==> config.mk <==
export PLATFORM = sky130hd
export DESIGN_NAME = cfg_keyed_port
export DESIGN_NICKNAME = d
export VERILOG_FILES = /design/src/rtl/cfgp_pkg.sv /design/src/rtl/cfgp_decode.sv /design/src/rtl/cfgp_key_fsm.sv /design/src/rtl/cfgp_regfile.sv /design/src/rtl/cfg_keyed_port.sv
export SDC_FILE = /design/constraint.sdc
export NUM_CORES = 1
export LEC_CHECK = 0
export BUFFER_PORTS_ARGS = -buffer_cell sky130_fd_sc_hd__buf_4
export CORE_MARGIN = 2
export CORE_UTILIZATION = 35
export DETAILED_ROUTE_END_ITERATION = 10
export PLACE_DENSITY = 0.66
export SKIP_LAST_GASP = 1
export SYNTH_ARGS = -nofsm -noshare
export SYNTH_HDL_FRONTEND = slang
export SYNTH_SLANG_ARGS = --single-unit
==> constraint.sdc <==
create_clock -name clk -period 5.45 [get_ports clk]
set_clock_uncertainty 0.1 [all_clocks]
set_input_delay 0.545 -clock clk [delete_from_list [all_inputs] [get_ports clk]]
set_output_delay 0.545 -clock clk [all_outputs]
set_load 0.05 [all_outputs]
==> src/rtl/cfgp_pkg.sv <==
package cfgp_pkg;

    typedef enum logic [1:0] {
        KEY_LOCKED = 2'd0,
        KEY_HALF   = 2'd1,
        KEY_OPEN   = 2'd2
    } key_state_e;

    typedef struct packed {
        logic [7:0] index;
        logic [7:0] ldsel;
    } reg_state_t;

endpackage

==> src/rtl/cfgp_decode.sv <==
module cfgp_decode #(
    parameter int                ADDR_W = 16,
    parameter logic [ADDR_W-1:0] BASE_A = 16'h002E,
    parameter logic [ADDR_W-1:0] BASE_B = 16'h004E
) (
    input  logic              base_sel,
    input  logic [ADDR_W-1:0] io_addr,
    input  logic              io_wr,
    input  logic              io_rd,
    output logic              idx_wr,
    output logic              idx_rd,
    output logic              dat_wr,
    output logic              dat_rd,
    output logic              hit
);
    localparam logic [ADDR_W-1:0] ONE = ADDR_W'(1);

    logic [ADDR_W-1:0] base;
    logic              idx_hit;
    logic              dat_hit;

    always_comb begin
        base    = base_sel ? BASE_B : BASE_A;
        idx_hit = (io_addr == base);
        dat_hit = (io_addr == (base + ONE));
        idx_wr  = idx_hit && io_wr;
        idx_rd  = idx_hit && io_rd;
        dat_wr  = dat_hit && io_wr;
        dat_rd  = dat_hit && io_rd;
        hit     = idx_hit || dat_hit;
    end

endmodule

==> src/rtl/cfgp_key_fsm.sv <==
module cfgp_key_fsm
    import cfgp_pkg::*;
#(
    parameter logic [7:0] UNLOCK_KEY = 8'h87,
    parameter logic [7:0] LOCK_KEY   = 8'hAA
) (
    input  logic       clk,
    input  logic       rst_n,
    input  logic       idx_wr,
    input  logic [7:0] wdata,
    output logic       open
);
    key_state_e state_d, state_q;

    always_comb begin
        state_d = state_q;
        if (idx_wr) begin
            unique case (state_q)
                KEY_LOCKED: state_d = (wdata == UNLOCK_KEY) ? KEY_HALF : KEY_LOCKED;
                KEY_HALF:   state_d = (wdata == UNLOCK_KEY) ? KEY_OPEN : KEY_LOCKED;
                KEY_OPEN:   state_d = (wdata == LOCK_KEY) ? KEY_LOCKED : KEY_OPEN;
                default:    state_d = KEY_LOCKED;
            endcase
        end
    end

    always_ff @(posedge clk or negedge rst_n) begin
        if (!rst_n) state_q <= KEY_LOCKED;
        else        state_q <= state_d;
    end

    assign open = (state_q == KEY_OPEN);


    open_needs_key_chk: assert property (@(posedge clk) disable iff (!rst_n)
        $rose(open) |-> $past(idx_wr && wdata == UNLOCK_KEY));


    lock_closes_chk: assert property (@(posedge clk) disable iff (!rst_n)
        (open && idx_wr && wdata == LOCK_KEY) |=> !open);


    wrong_key_restarts_chk: assert property (@(posedge clk) disable iff (!rst_n)
        (!open && idx_wr && wdata != UNLOCK_KEY) |=> (state_q == KEY_LOCKED));

endmodule

==> src/rtl/cfgp_regfile.sv <==
module cfgp_regfile
    import cfgp_pkg::*;
#(
    parameter logic [15:0] DEV_ID    = 16'h0A51,
    parameter logic [7:0]  DEV_REV   = 8'h03,
    parameter logic [15:0] MFG_ID    = 16'h1934,
    parameter logic [7:0]  LDSEL_IDX = 8'h07,
    parameter logic [7:0]  ID_BASE   = 8'h20,
    parameter logic [7:0]  WIN_BASE  = 8'h30,
    parameter logic [7:0]  LOCK_KEY  = 8'hAA
) (
    input  logic       clk,
    input  logic       rst_n,
    input  logic       open,
    input  logic       idx_wr,
    input  logic       idx_rd,
    input  logic       dat_wr,
    input  logic       dat_rd,
    input  logic [7:0] wdata,
    input  logic [7:0] ld_rdata,
    output logic [7:0] rdata,
    output logic [7:0] ld_num,
    output logic [7:0] ld_addr,
    output logic       ld_wr,
    output logic       ld_rd
);
    localparam int          ID_N    = 5;
    localparam logic [39:0] ID_PACK = {DEV_ID, DEV_REV, MFG_ID};

    reg_state_t st_d, st_q;

    logic [ID_N-1:0] id_hit;
    logic [7:0]      id_byte [ID_N];
    logic [7:0]      id_rdata;
    logic            in_window;
    logic [7:0]      cfg_rdata;

    for (genvar g = 0; g < ID_N; g++) begin : g_id
        assign id_hit[g]  = (st_q.index == (ID_BASE + 8'(g)));
        assign id_byte[g] = ID_PACK[39 - 8*g -: 8];
    end

    always_comb begin
        id_rdata = 8'h00;
        for (int i = 0; i < ID_N; i++) begin
            if (id_hit[i]) id_rdata = id_rdata | id_byte[i];
        end
    end

    assign in_window = (st_q.index >= WIN_BASE);

    always_comb begin
        if (st_q.index == LDSEL_IDX) cfg_rdata = st_q.ldsel;
        else if (|id_hit)            cfg_rdata = id_rdata;
        else if (in_window)          cfg_rdata = ld_rdata;
        else                         cfg_rdata = 8'h00;
    end

    always_comb begin
        st_d = st_q;
        if (open && idx_wr && wdata != LOCK_KEY) st_d.index = wdata;
        if (open && dat_wr && st_q.index == LDSEL_IDX) st_d.ldsel = wdata;
    end

    always_ff @(posedge clk or negedge rst_n) begin
        if (!rst_n) st_q <= '0;
        else        st_q <= st_d;
    end

    always_comb begin
        if (idx_rd)      rdata = open ? st_q.index : 8'hFF;
        else if (dat_rd) rdata = open ? cfg_rdata : 8'hFF;
        else             rdata = 8'h00;
    end

    assign ld_wr   = open && dat_wr && in_window;
    assign ld_rd   = open && dat_rd && in_window;
    assign ld_num  = st_q.ldsel;
    assign ld_addr = st_q.index;


    window_write_open_chk: assert property (@(posedge clk) disable iff (!rst_n)
        (ld_wr || ld_rd) |-> open);


    ldsel_frozen_chk: assert property (@(posedge clk) disable iff (!rst_n)
        !open |=> $stable(ld_num));

endmodule

==> src/rtl/cfg_keyed_port.sv <==
module cfg_keyed_port
    import cfgp_pkg::*;
#(
    parameter int          ADDR_W     = 16,
    parameter logic [15:0] BASE_A     = 16'h002E,
    parameter logic [15:0] BASE_B     = 16'h004E,
    parameter logic [7:0]  UNLOCK_KEY = 8'h87,
    parameter logic [7:0]  LOCK_KEY   = 8'hAA,
    parameter logic [15:0] DEV_ID     = 16'h0A51,
    parameter logic [7:0]  DEV_REV    = 8'h03,
    parameter logic [15:0] MFG_ID     = 16'h1934,
    parameter logic [7:0]  WIN_BASE   = 8'h30
) (
    input  logic              clk,
    input  logic              rst_n,
    input  logic              base_sel,
    input  logic [ADDR_W-1:0] io_addr,
    input  logic              io_wr,
    input  logic              io_rd,
    input  logic [7:0]        io_wdata,
    output logic [7:0]        io_rdata,
    output logic              io_hit,
    output logic              cfg_open,
    output logic [7:0]        ld_num,
    output logic [7:0]        ld_addr,
    output logic [7:0]        ld_wdata,
    output logic              ld_wr,
    output logic              ld_rd,
    input  logic [7:0]        ld_rdata
);
    logic idx_wr, idx_rd, dat_wr, dat_rd;

    cfgp_decode #(
        .ADDR_W (ADDR_W),
        .BASE_A (ADDR_W'(BASE_A)),
        .BASE_B (ADDR_W'(BASE_B))
    ) u_decode (
        .base_sel (base_sel),
        .io_addr  (io_addr),
        .io_wr    (io_wr),
        .io_rd    (io_rd),
        .idx_wr   (idx_wr),
        .idx_rd   (idx_rd),
        .dat_wr   (dat_wr),
        .dat_rd   (dat_rd),
        .hit      (io_hit)
    );

    cfgp_key_fsm #(
        .UNLOCK_KEY (UNLOCK_KEY),
        .LOCK_KEY   (LOCK_KEY)
    ) u_key (
        .clk    (clk),
        .rst_n  (rst_n),
        .idx_wr (idx_wr),
        .wdata  (io_wdata),
        .open   (cfg_open)
    );

    cfgp_regfile #(
        .DEV_ID   (DEV_ID),
        .DEV_REV  (DEV_REV),
        .MFG_ID   (MFG_ID),
        .WIN_BASE (WIN_BASE),
        .LOCK_KEY (LOCK_KEY)
    ) u_regs (
        .clk      (clk),
        .rst_n    (rst_n),
        .open     (cfg_open),
        .idx_wr   (idx_wr),
        .idx_rd   (idx_rd),
        .dat_wr   (dat_wr),
        .dat_rd   (dat_rd),
        .wdata    (io_wdata),
        .ld_rdata (ld_rdata),
        .rdata    (io_rdata),
        .ld_num   (ld_num),
        .ld_addr  (ld_addr),
        .ld_wr    (ld_wr),
        .ld_rd    (ld_rd)
    );

    assign ld_wdata = io_wdata;


    locked_reads_ff_chk: assert property (@(posedge clk) disable iff (!rst_n)
        ((idx_rd || dat_rd) && !cfg_open) |-> (io_rdata == 8'hFF));


    miss_quiet_chk: assert property (@(posedge clk) disable iff (!rst_n)
        !io_hit |-> (io_rdata == 8'h00 && !ld_wr && !ld_rd));

endmodule

Word level (Yosys, flattened, before mapping)

Cells that the tools add are included.
Widths: inputs -> output; s select.

Eq/ne operators: 13
$lt $le $gt $ge: 1
$add $sub $neg: 1
Muxes and demuxes: 17
Reduce and logical (&&, ||, !) cells: 14

Operator list:

| kind                  | number |
|---|---|
| $mux 8                | 7 |
| $eq 8x6->1 const B    | 5 |
| $eq 16x16->1          | 2 |
| $add 16x1->16 const B | 1 |
| $eq 8x8->1 const B    | 2 |
| $mux 7                | 2 |
| $logic_and 1x1->1     | 11 |
| $eq 8x3->1 const B    | 1 |
| $ge 8x6->1 const B    | 1 |
| $ne 8x8->1 const B    | 1 |
| $mux 2                | 3 |
| $mux 6                | 1 |
| $pmux 2 s3            | 1 |
| $mux 5                | 1 |
| $reduce_or 5->1       | 1 |
| $mux 4                | 1 |
| $eq 2x1->1 const B    | 1 |
| $eq 2x2->1 const B    | 1 |
| $logic_not 2->1       | 1 |
| $logic_or 1x1->1      | 1 |
| $mux 1                | 1 |

Input port bits: 37
Output and inout port bits: 36
Register bits: 18

Longest topological paths before layout

Gate-level depths: netlist (run 1).

Depth after elaboration: 11
Mapped depth: 6

Cells and area by module

Synthesis (run 1) repeated with hierarchy kept, for this count alone.

Cell total of the unflattened synthesis: 129
Area, all modules: 1,346.3 um^2

By module, submodules not included:

| module         | cells each | area each (um^2) | instances |
|---|---|---|---|
| cfgp_regfile   | 92         | 1,028.5          | 1 |
| cfgp_key_fsm   | 12         | 145.1            | 1 |
| cfgp_decode    | 17         | 112.6            | 1 |
| cfg_keyed_port | 8          | 60.1             | 1 |

Worst setup path after synthesis (run 1)

OpenSTA, ideal clock, no wires.

Kind: input-to-output
From: input port io_addr[4]
To: output port ld_wr
Path buffers: 0
Stages on the path: 3
Required time: 4.805 ns
Setup slack: 1.981 ns
Arrival: 2.824 ns
Cells stage by stage: nor4_1 -> o2111ai_1 -> nor4_1

Longest elaborated chain between the ends: 4

RTL lines:

| what                           | line                 | source |
|---|---|---|
| from (decl)                    | cfg_keyed_port.sv:17 | `input logic [ADDR_W-1:0] io_addr,` |
| $eq 16x16->1                   | cfgp_decode.sv:25    | `dat_hit = (io_addr == (base + ONE));` |
| $logic_and 1x1->1              | cfgp_decode.sv:28    | `dat_wr = dat_hit && io_wr;` |
| $logic_and 1x1->1 (2 in a row) | cfgp_regfile.sv:76   | `assign ld_wr = open && dat_wr && in_window;` |
| to (decl)                      | cfg_keyed_port.sv:27 | `output logic ld_wr,` |

No other way between the ends.

Final worst setup path (run 1)

From: register u_regs.st_q (netlist bit u_regs.ld_addr[4])
To: output port io_rdata[5]

Longest elaborated chain between the ends: 7
Elaborated cells on any way between the ends: 15
Classes of those cells: order compare (1); eq/ne (6); mux (7); reduce/logical (1)

RTL lines:

| what                                     | line                                   | source |
|---|---|---|
| from (decl)                              | cfgp_regfile.sv:30                     | `reg_state_t st_d, st_q;` |
| from (signal assigned)                   | cfgp_regfile.sv:67                     | `else st_q <= st_d;` |
| $ge 8x6->1 or $eq 8x6->1 (tied branches) | cfgp_regfile.sv:50, cfgp_regfile.sv:39 |  |
| $mux 8, or another cell as far along     | cfgp_regfile.sv:55                     | `else if (in_window) cfg_rdata = ld_rdata;` |
| $mux 8                                   | cfgp_regfile.sv:54                     | `else if (\|id_hit) cfg_rdata = id_rdata;` |
| $mux 8 (*)                               | cfgp_regfile.sv:53                     | `if (st_q.index == LDSEL_IDX) cfg_rdata = st_q.ldsel;` |
| $mux 8 (*) (2 in a row)                  | cfgp_regfile.sv:72                     | `else if (dat_rd) rdata = open ? cfg_rdata : 8'hFF;` |
| $mux 8 (*)                               | cfgp_regfile.sv:71                     | `if (idx_rd) rdata = open ? st_q.index : 8'hFF;` |
| to (decl)                                | cfg_keyed_port.sv:21                   | `output logic [7:0] io_rdata,` |

Mark *: on every way between the ends. The rest lies on a longest branch, timed or not.

==> metrics.txt, run 1 <==
# TYPE chip_impl_metric gauge
chip_impl_info{name="hp-class",value="input pin to asynchronous set/reset pin"} 1
chip_impl_metric{name="cts-resized-gates",unit=""} 0
chip_impl_metric{name="clk-insertion-delay-late",unit="ps"} 250
chip_impl_metric{name="synth_seq_cells",unit=""} 18
chip_impl_metric{name="cts_made_buffers",unit=""} 3
chip_impl_metric{name="antenna_found_initial",unit=""} 0
chip_impl_metric{name="track_usage",unit=""} 0.193
chip_impl_metric{name="path_clk_slew",unit="ps"} 60
chip_impl_metric{name="first_global_vias",unit=""} 1295
chip_impl_metric{name="finalWeightedCongestion",unit=""} 0.861
chip_impl_metric{name="worstPathArrival",unit="ps"} 2400
chip_impl_metric{name="vdd_ir_drop_max",unit="mV"} 0.103
chip_impl_metric{name="critical_path.max_stage_delay",unit="ps"} 770
chip_impl_metric{name="post_cts_hold_buffer_count",unit=""} 0
chip_impl_metric{name="detail_route.wirelength",unit="mm"} 3.89
chip_impl_metric{name="finish.net_count",unit=""} 232
chip_impl_metric{name="die-height",unit="um"} 64.9
chip_impl_metric{name="drive_gt1_frac",unit=""} 0.521
chip_impl_metric{name="core_area",unit="mm^2"} 0.00361
chip_impl_info{name="criticalPathCategory",value="register to primary output"} 1
chip_impl_metric{name="post_synth_and_or_nand_nor_area_fraction",unit=""} 0.244
chip_impl_metric{name="post_synth_inst_count",unit=""} 130
chip_impl_metric{name="yosys.area_share.xor_xnor",unit=""} 0.00674
chip_impl_info{name="timing.critical_path.cells",value="nor4_1 > o211ai_1 > a211o_1 > a21oi_1 > buf_4"} 1
chip_impl_metric{name="worstPathMaxFanout",unit=""} 7
chip_impl_metric{name="cts.sink_count",unit=""} 18
chip_impl_metric{name="grt_overflow_total",unit=""} 0
chip_impl_metric{name="cellLeakagePower",unit="nW"} 0.960
chip_impl_metric{name="wl_per_cell",unit="um"} 16.1
chip_impl_metric{name="report.final.hold_viol_count",unit=""} 0
chip_impl_metric{name="numPortBuffers",unit=""} 72
chip_impl_metric{name="dp_hpwl",unit="mm"} 3.16
chip_impl_metric{name="synth.avg_cell_area",unit="um^2"} 10.0
chip_impl_metric{name="remaining_antenna_violation_count",unit=""} 0
chip_impl_metric{name="yosys-mux-area-fraction",unit=""} 0.156
chip_impl_info{name="outcome",value="finished clean"} 1
chip_impl_metric{name="pin_count_of_the_biggest_net_entering_global_routing",unit=""} 19
chip_impl_metric{name="ff_latch_area",unit="um^2"} 450
chip_impl_metric{name="fin_crit_sh",unit=""} 0.558
chip_impl_metric{name="filler_cell_count",unit=""} 334
chip_impl_info{name="synth_top_family_by_area",value="simple AND/OR/NAND/NOR gates"} 1
chip_impl_metric{name="timing_max_transition_violations_final",unit=""} 0
chip_impl_metric{name="synthesis.nets",unit=""} 167
chip_impl_metric{name="worst_slew_margin_rel",unit=""} 0.433
chip_impl_metric{name="fmaxAchievable",unit="GHz"} 0.329
chip_impl_metric{name="gr-usage-met1",unit=""} 0.244
chip_impl_metric{name="finalCriticalPeriod",unit="ps"} 3040
chip_impl_metric{name="synth-seq-area-share",unit=""} 0.346
chip_impl_metric{name="cp.required",unit="ps"} 4810
chip_impl_info{name="gr-max-usage-layer",value="met2"} 1
chip_impl_metric{name="rows",unit=""} 22
chip_impl_metric{name="multiInputGateArea",unit="um^2"} 759
chip_impl_metric{name="dieArea",unit="mm^2"} 0.00422
chip_impl_metric{name="maximum_level_of_the_cts_h_tree",unit=""} 1
chip_impl_metric{name="ys_types",unit=""} 38
chip_impl_metric{name="grtUsageMet3",unit=""} 0.0243
chip_impl_info{name="end_kind",value="primary output"} 1
chip_impl_metric{name="post_synth_fa_ha_maj_area_fraction",unit=""} 0
chip_impl_metric{name="compound_gate_portion_of_the_synthesized_area",unit=""} 0.177
chip_impl_metric{name="initial_core_util",unit=""} 0.361
chip_impl_metric{name="fin_total_pwr",unit="mW"} 0.287
chip_impl_metric{name="cts.repair_timing.setup_buffer_count",unit=""} 0
chip_impl_metric{name="worst_pin_slew",unit="ps"} 843
chip_impl_metric{name="drc",unit=""} 0
chip_impl_metric{name="clk_path_buf_depth",unit=""} 2
chip_impl_metric{name="setup_violations",unit=""} 0
chip_impl_metric{name="max-cap-violations",unit=""} 0
chip_impl_info{name="ys.flop_type",value="sky130_fd_sc_hd__dfrtp_1"} 1
chip_impl_info{name="critPathLaunchType",value="register"} 1
chip_impl_metric{name="grt_first_pass_wirelength",unit="mm"} 6.38
chip_impl_metric{name="grt_use_met2",unit=""} 0.332
chip_impl_info{name="clk_root_buffer_cell",value="sky130_fd_sc_hd__clkbuf_8"} 1
chip_impl_metric{name="netlist_area",unit="mm^2"} 0.00130
chip_impl_metric{name="die_width",unit="um"} 64.9
chip_impl_metric{name="vias",unit=""} 1339
chip_impl_info{name="tritoncts",value="yes"} 1
chip_impl_metric{name="power.density_cell_area",unit="mW/mm^2"} 152
chip_impl_metric{name="detail_route.vias_per_cell",unit=""} 5.53
chip_impl_metric{name="yosysWarnings",unit=""} 0
chip_impl_metric{name="io_pins",unit=""} 73
chip_impl_metric{name="final.setup.tns",unit="ps"} 0
chip_impl_metric{name="initialDrtViolationCount",unit=""} 115
chip_impl_metric{name="synthArstFlopShare",unit=""} 1.00
chip_impl_info{name="rsz0062_at_grt",value="false"} 1
chip_impl_info{name="critical-path-slowest-cell",value="sky130_fd_sc_hd__nor4_1"} 1
chip_impl_metric{name="synth_enable_flop_cells",unit=""} 0
chip_impl_metric{name="antenna_cells",unit=""} 0
chip_impl_metric{name="flow.area_growth_from_synthesis",unit="%"} 44.7
chip_impl_metric{name="dr.pass1.iters",unit=""} 4
stage by stage:
step,setup slack (ps),hold slack (ps),instances,instance area [um^2],util
5_1_grt,2270,56.7,242,1880,0.522
3_3_place_gp,2700,320,238,1830,0.506
3_5_place_dp,2680,326,238,1830,0.506
4_1_cts,2440,51.0,242,1880,0.522
2_1_floorplan,1980,149,130,1300,-
6_report,2410,50.9,242,1880,0.522
layout make-up:
cell class	count	share of cell area
Timing Repair Buffer	72	0.287
Tap cell	48	0.0319
Inverter	4	0.00798
Sequential cell	18	0.240
Clock buffer	4	0.0293
Multi-Input combinational cell	96	0.404
cell usage after synthesis, drive strengths merged, types with 3 or more instances:
cell type	instances	area, um^2
a21oi	6	30.0
nor2	8	30.0
a211o	3	27.5
inv	4	15.0
o32ai	3	26.3
nor3b	3	22.5
buf	8	60.1
and3	3	18.8
nand2	6	22.5
mux2	18	203
nor3	4	20.0
a211oi	5	37.5
and3b	3	26.3
clkbuf	4	15.0
nand3	3	15.0
dfrtp	18	450
nor4	6	67.6
flip-flops by register name, indices dropped and copies added, names as in the netlist:
signal	count
u_regs.ld_addr	8
u_regs.ld_num	8
u_key.state_q	2
routing by layer:
metal	part of all wire	vias up	wire length, um
met3	0.061	4	239
met4	0.013	0	51
li1	-	634	-
met1	0.41	644	1580
met5	0	-	0
met2	0.52	57	2010
cell families after synthesis:
group	after synthesis
AND/OR/NAND/NOR	47
multiplexers	18
buffers and inverters	16
AO/OA/AOI/OAI	30
XOR/XNOR	1
flip-flops	18
layout by cell type, fill, tap and decap left out, types with 5 or more instances in the layout:
| master | count |
|---|---|
| sky130_fd_sc_hd__nor2_1 | 8 |
| sky130_fd_sc_hd__a211oi_1 | 5 |
| sky130_fd_sc_hd__mux2_2 | 18 |
| sky130_fd_sc_hd__nand2_1 | 6 |
| sky130_fd_sc_hd__buf_4 | 72 |
| sky130_fd_sc_hd__a21oi_1 | 6 |
| sky130_fd_sc_hd__dfrtp_1 | 18 |
worst paths after layout:
kind,from,endpoint,slack (ps),cells past startpoint
setup / recovery,u_regs.ld_addr[4],io_rdata[5],2410,5
hold / removal,rst_n,u_regs.ld_num[5],50,1
setup reg to reg,u_regs.ld_addr[4],u_regs.ld_num[1],2900,4
hold reg to reg,u_regs.ld_num[3],u_regs.ld_num[3],460,1
max in group asynchronous,rst_n,u_regs.ld_addr[3],5010,1
min in group clk,io_wdata[6],u_regs.ld_num[6],450,2
power by group:
| part | internal (mW) | switching (mW) | leakage [nW] |
|---|---|---|---|
| Clock | 0.0641 | 0.0413 | 0.0288 |
| Sequential | 0.134 | 0.0000000278 | 0.252 |
| Combinational | 0.0225 | 0.0251 | 0.679 |
critical path: cells and delay by family, from the launching register on:
family          cells  cell delay, ps
simple gates        1             770
compound gates      3             700
flops               1             450
buf+inv             1             220
No activity file was read; power rests on OpenSTA's default activity.
==> inputs of run 2 (changes only) <==
- ABC_AREA: not set -> 1
- PLACE_DENSITY: 0.66 -> not set
- clock period: 5.45 -> 2.9 ns (I/O delays scaled with it)
==> run 2 against run 1 <==
  * Largest power group unchanged
  * Cell count increased by 45%
  * Worst setup slack got worse by 1700 ps
  * Synthesized area up 19%
  * Routed wire length grew 18%
  * Via count increased by 32%
  * Clock power is 62% higher
  * First-iteration DRC count fell by 33%
  * Synthesized cell count increased by 83%
  * Power grew 83%
  * Critical path depth grew 4
==> metrics.txt, run 2 <==
# TYPE chip_impl_metric gauge
chip_impl_metric{name="initialDrtViolationCount",unit=""} 77
chip_impl_info{name="end_kind",value="primary output"} 1
chip_impl_metric{name="io_pins",unit=""} 73
chip_impl_metric{name="dp_hpwl",unit="mm"} 3.69
chip_impl_metric{name="fmaxAchievable",unit="GHz"} 0.456
chip_impl_metric{name="dr.pass1.iters",unit=""} 4
chip_impl_info{name="synth_top_family_by_area",value="simple AND/OR/NAND/NOR gates"} 1
chip_impl_metric{name="yosys-mux-area-fraction",unit=""} 0
chip_impl_info{name="tritoncts",value="yes"} 1
chip_impl_info{name="synth.most_common_cell",value="sky130_fd_sc_hd__nand2_1"} 1
chip_impl_info{name="outcome",value="finished clean"} 1
chip_impl_metric{name="yosys.area_share.xor_xnor",unit=""} 0
chip_impl_metric{name="worstPathArrival",unit="ps"} 1810
chip_impl_info{name="hp-class",value="input pin to register"} 1
chip_impl_metric{name="antenna_found_initial",unit=""} 0
chip_impl_metric{name="vias",unit=""} 1769
chip_impl_metric{name="synth_enable_flop_cells",unit=""} 0
chip_impl_metric{name="clk_path_buf_depth",unit=""} 2
chip_impl_metric{name="synthDominantCellAreaShare",unit=""} 0.290
chip_impl_metric{name="remaining_antenna_violation_count",unit=""} 0
chip_impl_metric{name="synthesis.nets",unit=""} 275
chip_impl_metric{name="placedCellCount",unit=""} 348
chip_impl_metric{name="numPortBuffers",unit=""} 72
chip_impl_metric{name="max-cap-violations",unit=""} 0
chip_impl_metric{name="report.final.hold_viol_count",unit=""} 0
chip_impl_metric{name="setup_violations",unit=""} 0
chip_impl_metric{name="drive_gt1_frac",unit=""} 0.320
chip_impl_metric{name="synthArstFlopShare",unit=""} 1.00
chip_impl_metric{name="cts_made_buffers",unit=""} 3
chip_impl_metric{name="grt_first_pass_wirelength",unit="mm"} 7.68
chip_impl_metric{name="core_area",unit="mm^2"} 0.00432
chip_impl_metric{name="antenna_cells",unit=""} 0
chip_impl_metric{name="pwr-share-clk",unit=""} 0.325
chip_impl_metric{name="rows",unit=""} 24
chip_impl_metric{name="final.setup.tns",unit="ps"} 0
chip_impl_metric{name="net-switching-power",unit="mW"} 0.137
chip_impl_metric{name="worstPathMaxFanout",unit=""} 9
chip_impl_info{name="clk_root_buffer_cell",value="sky130_fd_sc_hd__clkbuf_8"} 1
chip_impl_metric{name="die-height",unit="um"} 70.6
chip_impl_info{name="synth_area_leaders",value="sky130_fd_sc_hd__dfrtp_1 (29%), sky130_fd_sc_hd__nand2_1 (18%), sky130_fd_sc_hd__nand3_1 (8.4%), sky130_fd_sc_hd__nand4_1 (8.1%), sky130_fd_sc_hd__nor2_1 (6.5%)"} 1
chip_impl_metric{name="cell_internal_pwr",unit="mW"} 0.388
chip_impl_metric{name="finalCriticalPeriod",unit="ps"} 2200
chip_impl_metric{name="cts.repair_timing.setup_buffer_count",unit=""} 0
chip_impl_metric{name="post_synth_fa_ha_maj_area_fraction",unit=""} 0
chip_impl_metric{name="compound_gate_portion_of_the_synthesized_area",unit=""} 0.0596
chip_impl_metric{name="placedInstanceArea",unit="mm^2"} 0.00207
chip_impl_metric{name="clk-insertion-delay-late",unit="ps"} 250
chip_impl_metric{name="detail_route.wirelength",unit="mm"} 4.58
chip_impl_metric{name="synth-seq-area-share",unit=""} 0.290
chip_impl_metric{name="cellLeakagePower",unit="nW"} 1.10
chip_impl_metric{name="finalWorstSetupSlack",unit="ps"} 705
chip_impl_metric{name="detail_route.vias_per_cell",unit=""} 5.03
chip_impl_info{name="ys.flop_type",value="sky130_fd_sc_hd__dfrtp_1"} 1
chip_impl_metric{name="multiInputGateArea",unit="um^2"} 918
chip_impl_metric{name="pin_count_of_the_biggest_net_entering_global_routing",unit=""} 21
chip_impl_metric{name="cp.required",unit="ps"} 2510
chip_impl_info{name="mostFrequentLayoutCells",value="sky130_fd_sc_hd__nand2_1 (76), sky130_fd_sc_hd__buf_4 (72), sky130_fd_sc_hd__nor2_1 (27), sky130_fd_sc_hd__nand3_1 (26), sky130_fd_sc_hd__nand4_1 (20)"} 1
chip_impl_metric{name="ys_types",unit=""} 24
chip_impl_metric{name="initial_core_util",unit=""} 0.359
chip_impl_info{name="commonest_non_fill_non_tap_cell_in_the_layout",value="sky130_fd_sc_hd__nand2_1"} 1
chip_impl_info{name="yosys.area.top_type",value="sky130_fd_sc_hd__dfrtp_1"} 1
chip_impl_metric{name="worst_slew_margin_rel",unit=""} 0.659
chip_impl_metric{name="finalWeightedCongestion",unit=""} 0.827
chip_impl_metric{name="dieArea",unit="mm^2"} 0.00499
chip_impl_metric{name="track_usage",unit=""} 0.189
chip_impl_metric{name="yosysWarnings",unit=""} 0
chip_impl_info{name="yosys-top-cells-count",value="sky130_fd_sc_hd__nand2_1 (76), sky130_fd_sc_hd__nor2_1 (27), sky130_fd_sc_hd__nand3_1 (26)"} 1
chip_impl_metric{name="power.density_cell_area",unit="mW/mm^2"} 248
chip_impl_metric{name="comb_power_share",unit=""} 0.197
chip_impl_metric{name="path_clk_slew",unit="ps"} 70
chip_impl_metric{name="ff_latch_area",unit="um^2"} 450
chip_impl_metric{name="worst_pin_slew",unit="ps"} 509
chip_impl_metric{name="cts.sink_count",unit=""} 18
chip_impl_metric{name="worst-r2r-cell-count",unit=""} 6
chip_impl_metric{name="die_width",unit="um"} 70.6
chip_impl_metric{name="post_synth_inst_count",unit=""} 238
chip_impl_info{name="rsz0062_at_grt",value="false"} 1
chip_impl_metric{name="post_synth_and_or_nand_nor_area_fraction",unit=""} 0.532
chip_impl_metric{name="synth.avg_cell_area",unit="um^2"} 6.52
chip_impl_metric{name="p_seq_frac",unit=""} 0.478
chip_impl_metric{name="detailedPlace.worstSlack",unit="ps"} 824
chip_impl_metric{name="fin_crit_sh",unit=""} 0.757
chip_impl_metric{name="grt_overflow_total",unit=""} 0
chip_impl_metric{name="finalInstanceArea",unit="mm^2"} 0.00212
chip_impl_metric{name="wl_per_cell",unit="um"} 13.0
chip_impl_info{name="criticalPathCategory",value="register to primary output"} 1
chip_impl_metric{name="hold-path-cell-count",unit=""} 3
chip_impl_metric{name="maximum_level_of_the_cts_h_tree",unit=""} 1
chip_impl_metric{name="vdd_ir_drop_max",unit="mV"} 0.143
chip_impl_metric{name="first_global_vias",unit=""} 1675
chip_impl_metric{name="power.switching_fraction",unit=""} 0.261
chip_impl_metric{name="timing_max_transition_violations_final",unit=""} 0
chip_impl_info{name="critPathLaunchType",value="register"} 1
chip_impl_metric{name="filler_cell_count",unit=""} 495
chip_impl_metric{name="flow.area_growth_from_synthesis",unit="%"} 36.5
chip_impl_metric{name="netlist_area",unit="mm^2"} 0.00155
chip_impl_metric{name="final-instance-count-excl-fill",unit=""} 352
chip_impl_metric{name="drc",unit=""} 0
chip_impl_metric{name="finish.net_count",unit=""} 339
chip_impl_metric{name="synth_seq_cells",unit=""} 18
## run 2: metrics by stage
stage | total power [mW] | utilization | hold WS [ps]
floorplan | 0.304 | - | -106
global placement | 0.359 | 0.478 | 79.3
detailed placement | 0.360 | 0.478 | 81.4
CTS | 0.534 | 0.490 | 229
global route | 0.549 | 0.490 | 248
finish | 0.525 | 0.490 | 232
## run 2: worst paths after layout
check | startpoint | endpoint | slack, ps
worst max register to register | u_key.state_q[0] | u_regs.ld_addr[5] | 1130
worst min register to register | u_regs.ld_num[7] | u_regs.ld_num[7] | 420
max in group asynchronous | rst_n | u_regs.ld_addr[3] | 2160
min in group asynchronous | rst_n | u_key.state_q[0] | 340
worst min-delay path | io_wdata[2] | u_regs.ld_addr[2] | 230
worst max-delay path | u_regs.ld_addr[5] | io_rdata[4] | 700
## run 2: kinds of logic after synthesis
family,Yosys count
AND/OR/NAND/NOR,167
buffers and inverters,39
AO/OA/AOI/OAI,14
flip-flops,18
## run 2: per-layer routing
layer / track usage / vias to the layer above / wire [um]
li1: - / 902 / -
met1: 0.249 / 804 / 1960
met2: 0.342 / 61 / 2310
met3: 0.0214 / 2 / 296
met4: 0.0294 / 0 / 14
met5: 0 / - / 0
## run 2: area by class of cell
type,instances,share of cell area
multi-input combinational,181,0.433
timing repair buffer,73,0.260
sequential,18,0.213
inverter,25,0.0443
tap,52,0.0307
clock buffer,3,0.0195
## run 2: power by group through the flow
stage / sequential [mW] / combinational (mW) / clock [mW]
global placement: 0.256 / 0.103 / 0
CTS: 0.251 / 0.105 / 0.178
floorplan: 0.256 / 0.0484 / 0
global route: 0.251 / 0.113 / 0.186
detailed placement: 0.256 / 0.104 / 0
finish: 0.251 / 0.104 / 0.170
## run 2: timing repair
action	in CTS	in global routing
hold buffers	1	0
hold endpoints to repair	18	0
gates resized for setup	0	0
## run 2: worst max-delay path: stages, from the launching register on
cell	delay, ps
sky130_fd_sc_hd__dfrtp_1	450
sky130_fd_sc_hd__or2_1	280
sky130_fd_sc_hd__nor2_4	220
sky130_fd_sc_hd__nand3_1	100
sky130_fd_sc_hd__nand2_1	80
sky130_fd_sc_hd__inv_1	50
sky130_fd_sc_hd__nand2_1	60
sky130_fd_sc_hd__nand2_1	50
sky130_fd_sc_hd__nand2_1	80
sky130_fd_sc_hd__buf_4	190
==> inputs of run 3 (changes only) <==
- PLACE_DENSITY: not set -> 0.65
- clock period: 2.9 -> 1.8 ns (I/O delays scaled with it)
==> run 3 against run 2 <==
  * The run now ends with negative setup slack left
  * Sequential cell count unchanged
  * Non-clock buffer count increased by 21
  * Largest power group unchanged
  * Routed wire length increased by 12%
  * Combinational power increased by 63%
  * Worst setup slack got worse by 800 ps
  * Core utilization increased by 9.0 points
  * First-iteration DRC count increased by 100%
  * Sequential power increased by 61%
  * Critical path depth decreased by 1
  * Die area unchanged
  * Largest cell class unchanged
  * Cell area increased by 18%
  * Highest routed layer unchanged
  * Sequential share of layout area decreased by 3.0 points
==> metrics.txt, run 3 (same netlist as run 2, synthesis figures left out) <==
# TYPE chip_impl_metric gauge
chip_impl_info{name="outcome",value="finished with violations"} 1
chip_impl_info{name="violations",value="negative setup slack"} 1
chip_impl_metric{name="clk_path_buf_depth",unit=""} 2
chip_impl_metric{name="power.switching_fraction",unit=""} 0.266
chip_impl_info{name="criticalPathCategory",value="register to primary output"} 1
chip_impl_info{name="critPathLaunchType",value="register"} 1
chip_impl_metric{name="cts_made_buffers",unit=""} 3
chip_impl_metric{name="detail_route.vias_per_cell",unit=""} 5.13
chip_impl_metric{name="vias",unit=""} 1924
chip_impl_info{name="tritoncts",value="yes"} 1
chip_impl_metric{name="ff_latch_area",unit="um^2"} 459
chip_impl_metric{name="worst_slew_margin_rel",unit=""} 0.778
chip_impl_metric{name="final-instance-count-excl-fill",unit=""} 375
chip_impl_metric{name="core_area",unit="mm^2"} 0.00432
chip_impl_metric{name="detail_route.wirelength",unit="mm"} 5.15
chip_impl_info{name="clk_root_buffer_cell",value="sky130_fd_sc_hd__clkbuf_8"} 1
chip_impl_metric{name="dieArea",unit="mm^2"} 0.00499
chip_impl_metric{name="timing_max_transition_violations_final",unit=""} 0
chip_impl_metric{name="cp.required",unit="ps"} 1520
chip_impl_info{name="commonest_non_fill_non_tap_cell_in_the_layout",value="sky130_fd_sc_hd__buf_4"} 1
chip_impl_metric{name="remaining_antenna_violation_count",unit=""} 0
chip_impl_metric{name="drc",unit=""} 0
chip_impl_metric{name="drive_gt1_frac",unit=""} 0.480
chip_impl_metric{name="cts.sink_count",unit=""} 18
chip_impl_info{name="mostFrequentLayoutCells",value="sky130_fd_sc_hd__buf_4 (81), sky130_fd_sc_hd__nand2_1 (62), sky130_fd_sc_hd__nand3_1 (21), sky130_fd_sc_hd__nand4_1 (20), sky130_fd_sc_hd__nor2_1 (19)"} 1
chip_impl_metric{name="rows",unit=""} 24
chip_impl_metric{name="fin_crit_sh",unit=""} 1.05
chip_impl_info{name="end_kind",value="primary output"} 1
chip_impl_metric{name="path_clk_slew",unit="ps"} 70
chip_impl_metric{name="dp_hpwl",unit="mm"} 3.72
chip_impl_metric{name="io_pins",unit=""} 73
chip_impl_metric{name="grt_overflow_total",unit=""} 0
chip_impl_metric{name="worstPathMaxFanout",unit=""} 8
chip_impl_metric{name="cell_internal_pwr",unit="mW"} 0.634
chip_impl_metric{name="clk-insertion-delay-late",unit="ps"} 250
chip_impl_info{name="hp-class",value="input pin to register"} 1
chip_impl_metric{name="critical_path.max_stage_delay",unit="ps"} 430
chip_impl_metric{name="placedCellCount",unit=""} 356
chip_impl_metric{name="dr.pass1.iters",unit=""} 4
chip_impl_metric{name="vdd_ir_drop_max",unit="mV"} 0.250
chip_impl_metric{name="finish.net_count",unit=""} 361
chip_impl_metric{name="net-switching-power",unit="mW"} 0.230
chip_impl_metric{name="placedInstanceArea",unit="mm^2"} 0.00219
chip_impl_metric{name="pwr-share-clk",unit=""} 0.337
chip_impl_metric{name="antenna_found_initial",unit=""} 0
chip_impl_metric{name="first_global_vias",unit=""} 1857
chip_impl_metric{name="filler_cell_count",unit=""} 444
chip_impl_metric{name="track_usage",unit=""} 0.208
chip_impl_metric{name="grt_first_pass_wirelength",unit="mm"} 8.53
chip_impl_metric{name="numPortBuffers",unit=""} 72
chip_impl_metric{name="wl_per_cell",unit="um"} 13.7
chip_impl_metric{name="finalWeightedCongestion",unit=""} 0.893
chip_impl_metric{name="worstPathArrival",unit="ps"} 1620
chip_impl_metric{name="finalWorstSetupSlack",unit="ps"} -97.8
chip_impl_metric{name="p_seq_frac",unit=""} 0.468
chip_impl_metric{name="antenna_cells",unit=""} 0
chip_impl_metric{name="fmaxAchievable",unit="GHz"} 0.527
chip_impl_metric{name="report.final.hold_viol_count",unit=""} 0
chip_impl_metric{name="flow.area_growth_from_synthesis",unit="%"} 61.6
chip_impl_metric{name="initialDrtViolationCount",unit=""} 156
chip_impl_metric{name="pin_count_of_the_biggest_net_entering_global_routing",unit=""} 21
chip_impl_metric{name="comb_power_share",unit=""} 0.195
chip_impl_info{name="rsz0062_at_grt",value="true"} 1
chip_impl_metric{name="setup_violations",unit=""} 9
chip_impl_metric{name="finalCriticalPeriod",unit="ps"} 1900
chip_impl_metric{name="multiInputGateArea",unit="mm^2"} 0.00106
chip_impl_metric{name="final.setup.tns",unit="ps"} -633
chip_impl_info{name="timing.critical_path.cells",value="nand2_2 > nor3_4 > buf_6 > nand3_1 > nand3_1 > nand2_1 > nand2_2 > buf_8"} 1
chip_impl_metric{name="worst_pin_slew",unit="ps"} 330
chip_impl_metric{name="finalInstanceArea",unit="mm^2"} 0.00251
chip_impl_metric{name="maximum_level_of_the_cts_h_tree",unit=""} 1
chip_impl_metric{name="initial_core_util",unit=""} 0.359
chip_impl_metric{name="power.density_cell_area",unit="mW/mm^2"} 344
chip_impl_metric{name="max-cap-violations",unit=""} 0
chip_impl_metric{name="fin_util",unit=""} 0.580
chip_impl_metric{name="die_width",unit="um"} 70.6
chip_impl_metric{name="die-height",unit="um"} 70.6
chip_impl_info{name="critical-path-slowest-cell",value="sky130_fd_sc_hd__dfrtp_2"} 1
chip_impl_metric{name="cellLeakagePower",unit="nW"} 1.27
[run 3: worst paths after layout]
check / from / end / slack (ps) / cells past startpoint
max: u_regs.ld_addr[0] / io_rdata[5] / -100 / 8
min: io_wdata[0] / u_regs.ld_addr[0] / 110 / 3
max reg2reg: u_regs.ld_addr[0] / u_regs.ld_num[5] / 20 / 10
min reg2reg: u_regs.ld_num[0] / u_regs.ld_num[0] / 420 / 2
max in group asynchronous: rst_n / u_regs.ld_addr[1] / 1150 / 2
min in group asynchronous: rst_n / u_key.state_q[1] / 230 / 2
[run 3: worst max-delay path, delay by kind of cell (launching register included)]
family,cells,cell delay (ps)
buffers and inverters,2,300
DFF,1,430
and+or+nand+nor,6,630
[run 3: final cells by class]
type,count,area share
Multi-Input combinational cell,182,0.424
Timing Repair Buffer,94,0.311
Sequential cell,18,0.183
Inverter,25,0.0384
Tap cell,52,0.0259
Clock buffer,4,0.0179
[run 3: what timing repair did]
item                                    in CTS  in global routing
pin swaps                                    4                  6
resized for setup                           33                 12
setup buffers                               11                  2
gates cloned                                 1                  0
hold endpoints to repair                    18                  0
hold buffers                                 1                  0
endpoints found under the setup margin      10                 10
[run 3: power by group through the flow]
stage / registers, mW / logic [mW] / clock network [mW]
after floorplan: 0.412 / 0.0779 / 0
after global routing: 0.404 / 0.183 / 0.311
after detailed placement: 0.412 / 0.168 / 0
after CTS: 0.404 / 0.170 / 0.295
final: 0.404 / 0.169 / 0.291
after global placement: 0.412 / 0.166 / 0
[run 3: routing by layer]
| layer | global-route usage | up-vias | wire [um] |
|---|---|---|---|
| met2 | 0.354 | 81 | 2500 |
| met3 | 0.0271 | 16 | 293 |
| met5 | 0 | - | 0 |
| met1 | 0.266 | 877 | 2200 |
| met4 | 0.0860 | 0 | 163 |
| li1 | - | 950 | - |
[run 3: through the flow]
stage               hold slack [ps]  power, mW  worst slack (ps)
finish                          114      0.863             -97.8
global route                    126      0.898              -177
CTS                             114      0.869              -100
detailed placement            -31.3      0.580              61.4
global placement              -34.1      0.578              63.8
floorplan                      -216      0.490             -9.37
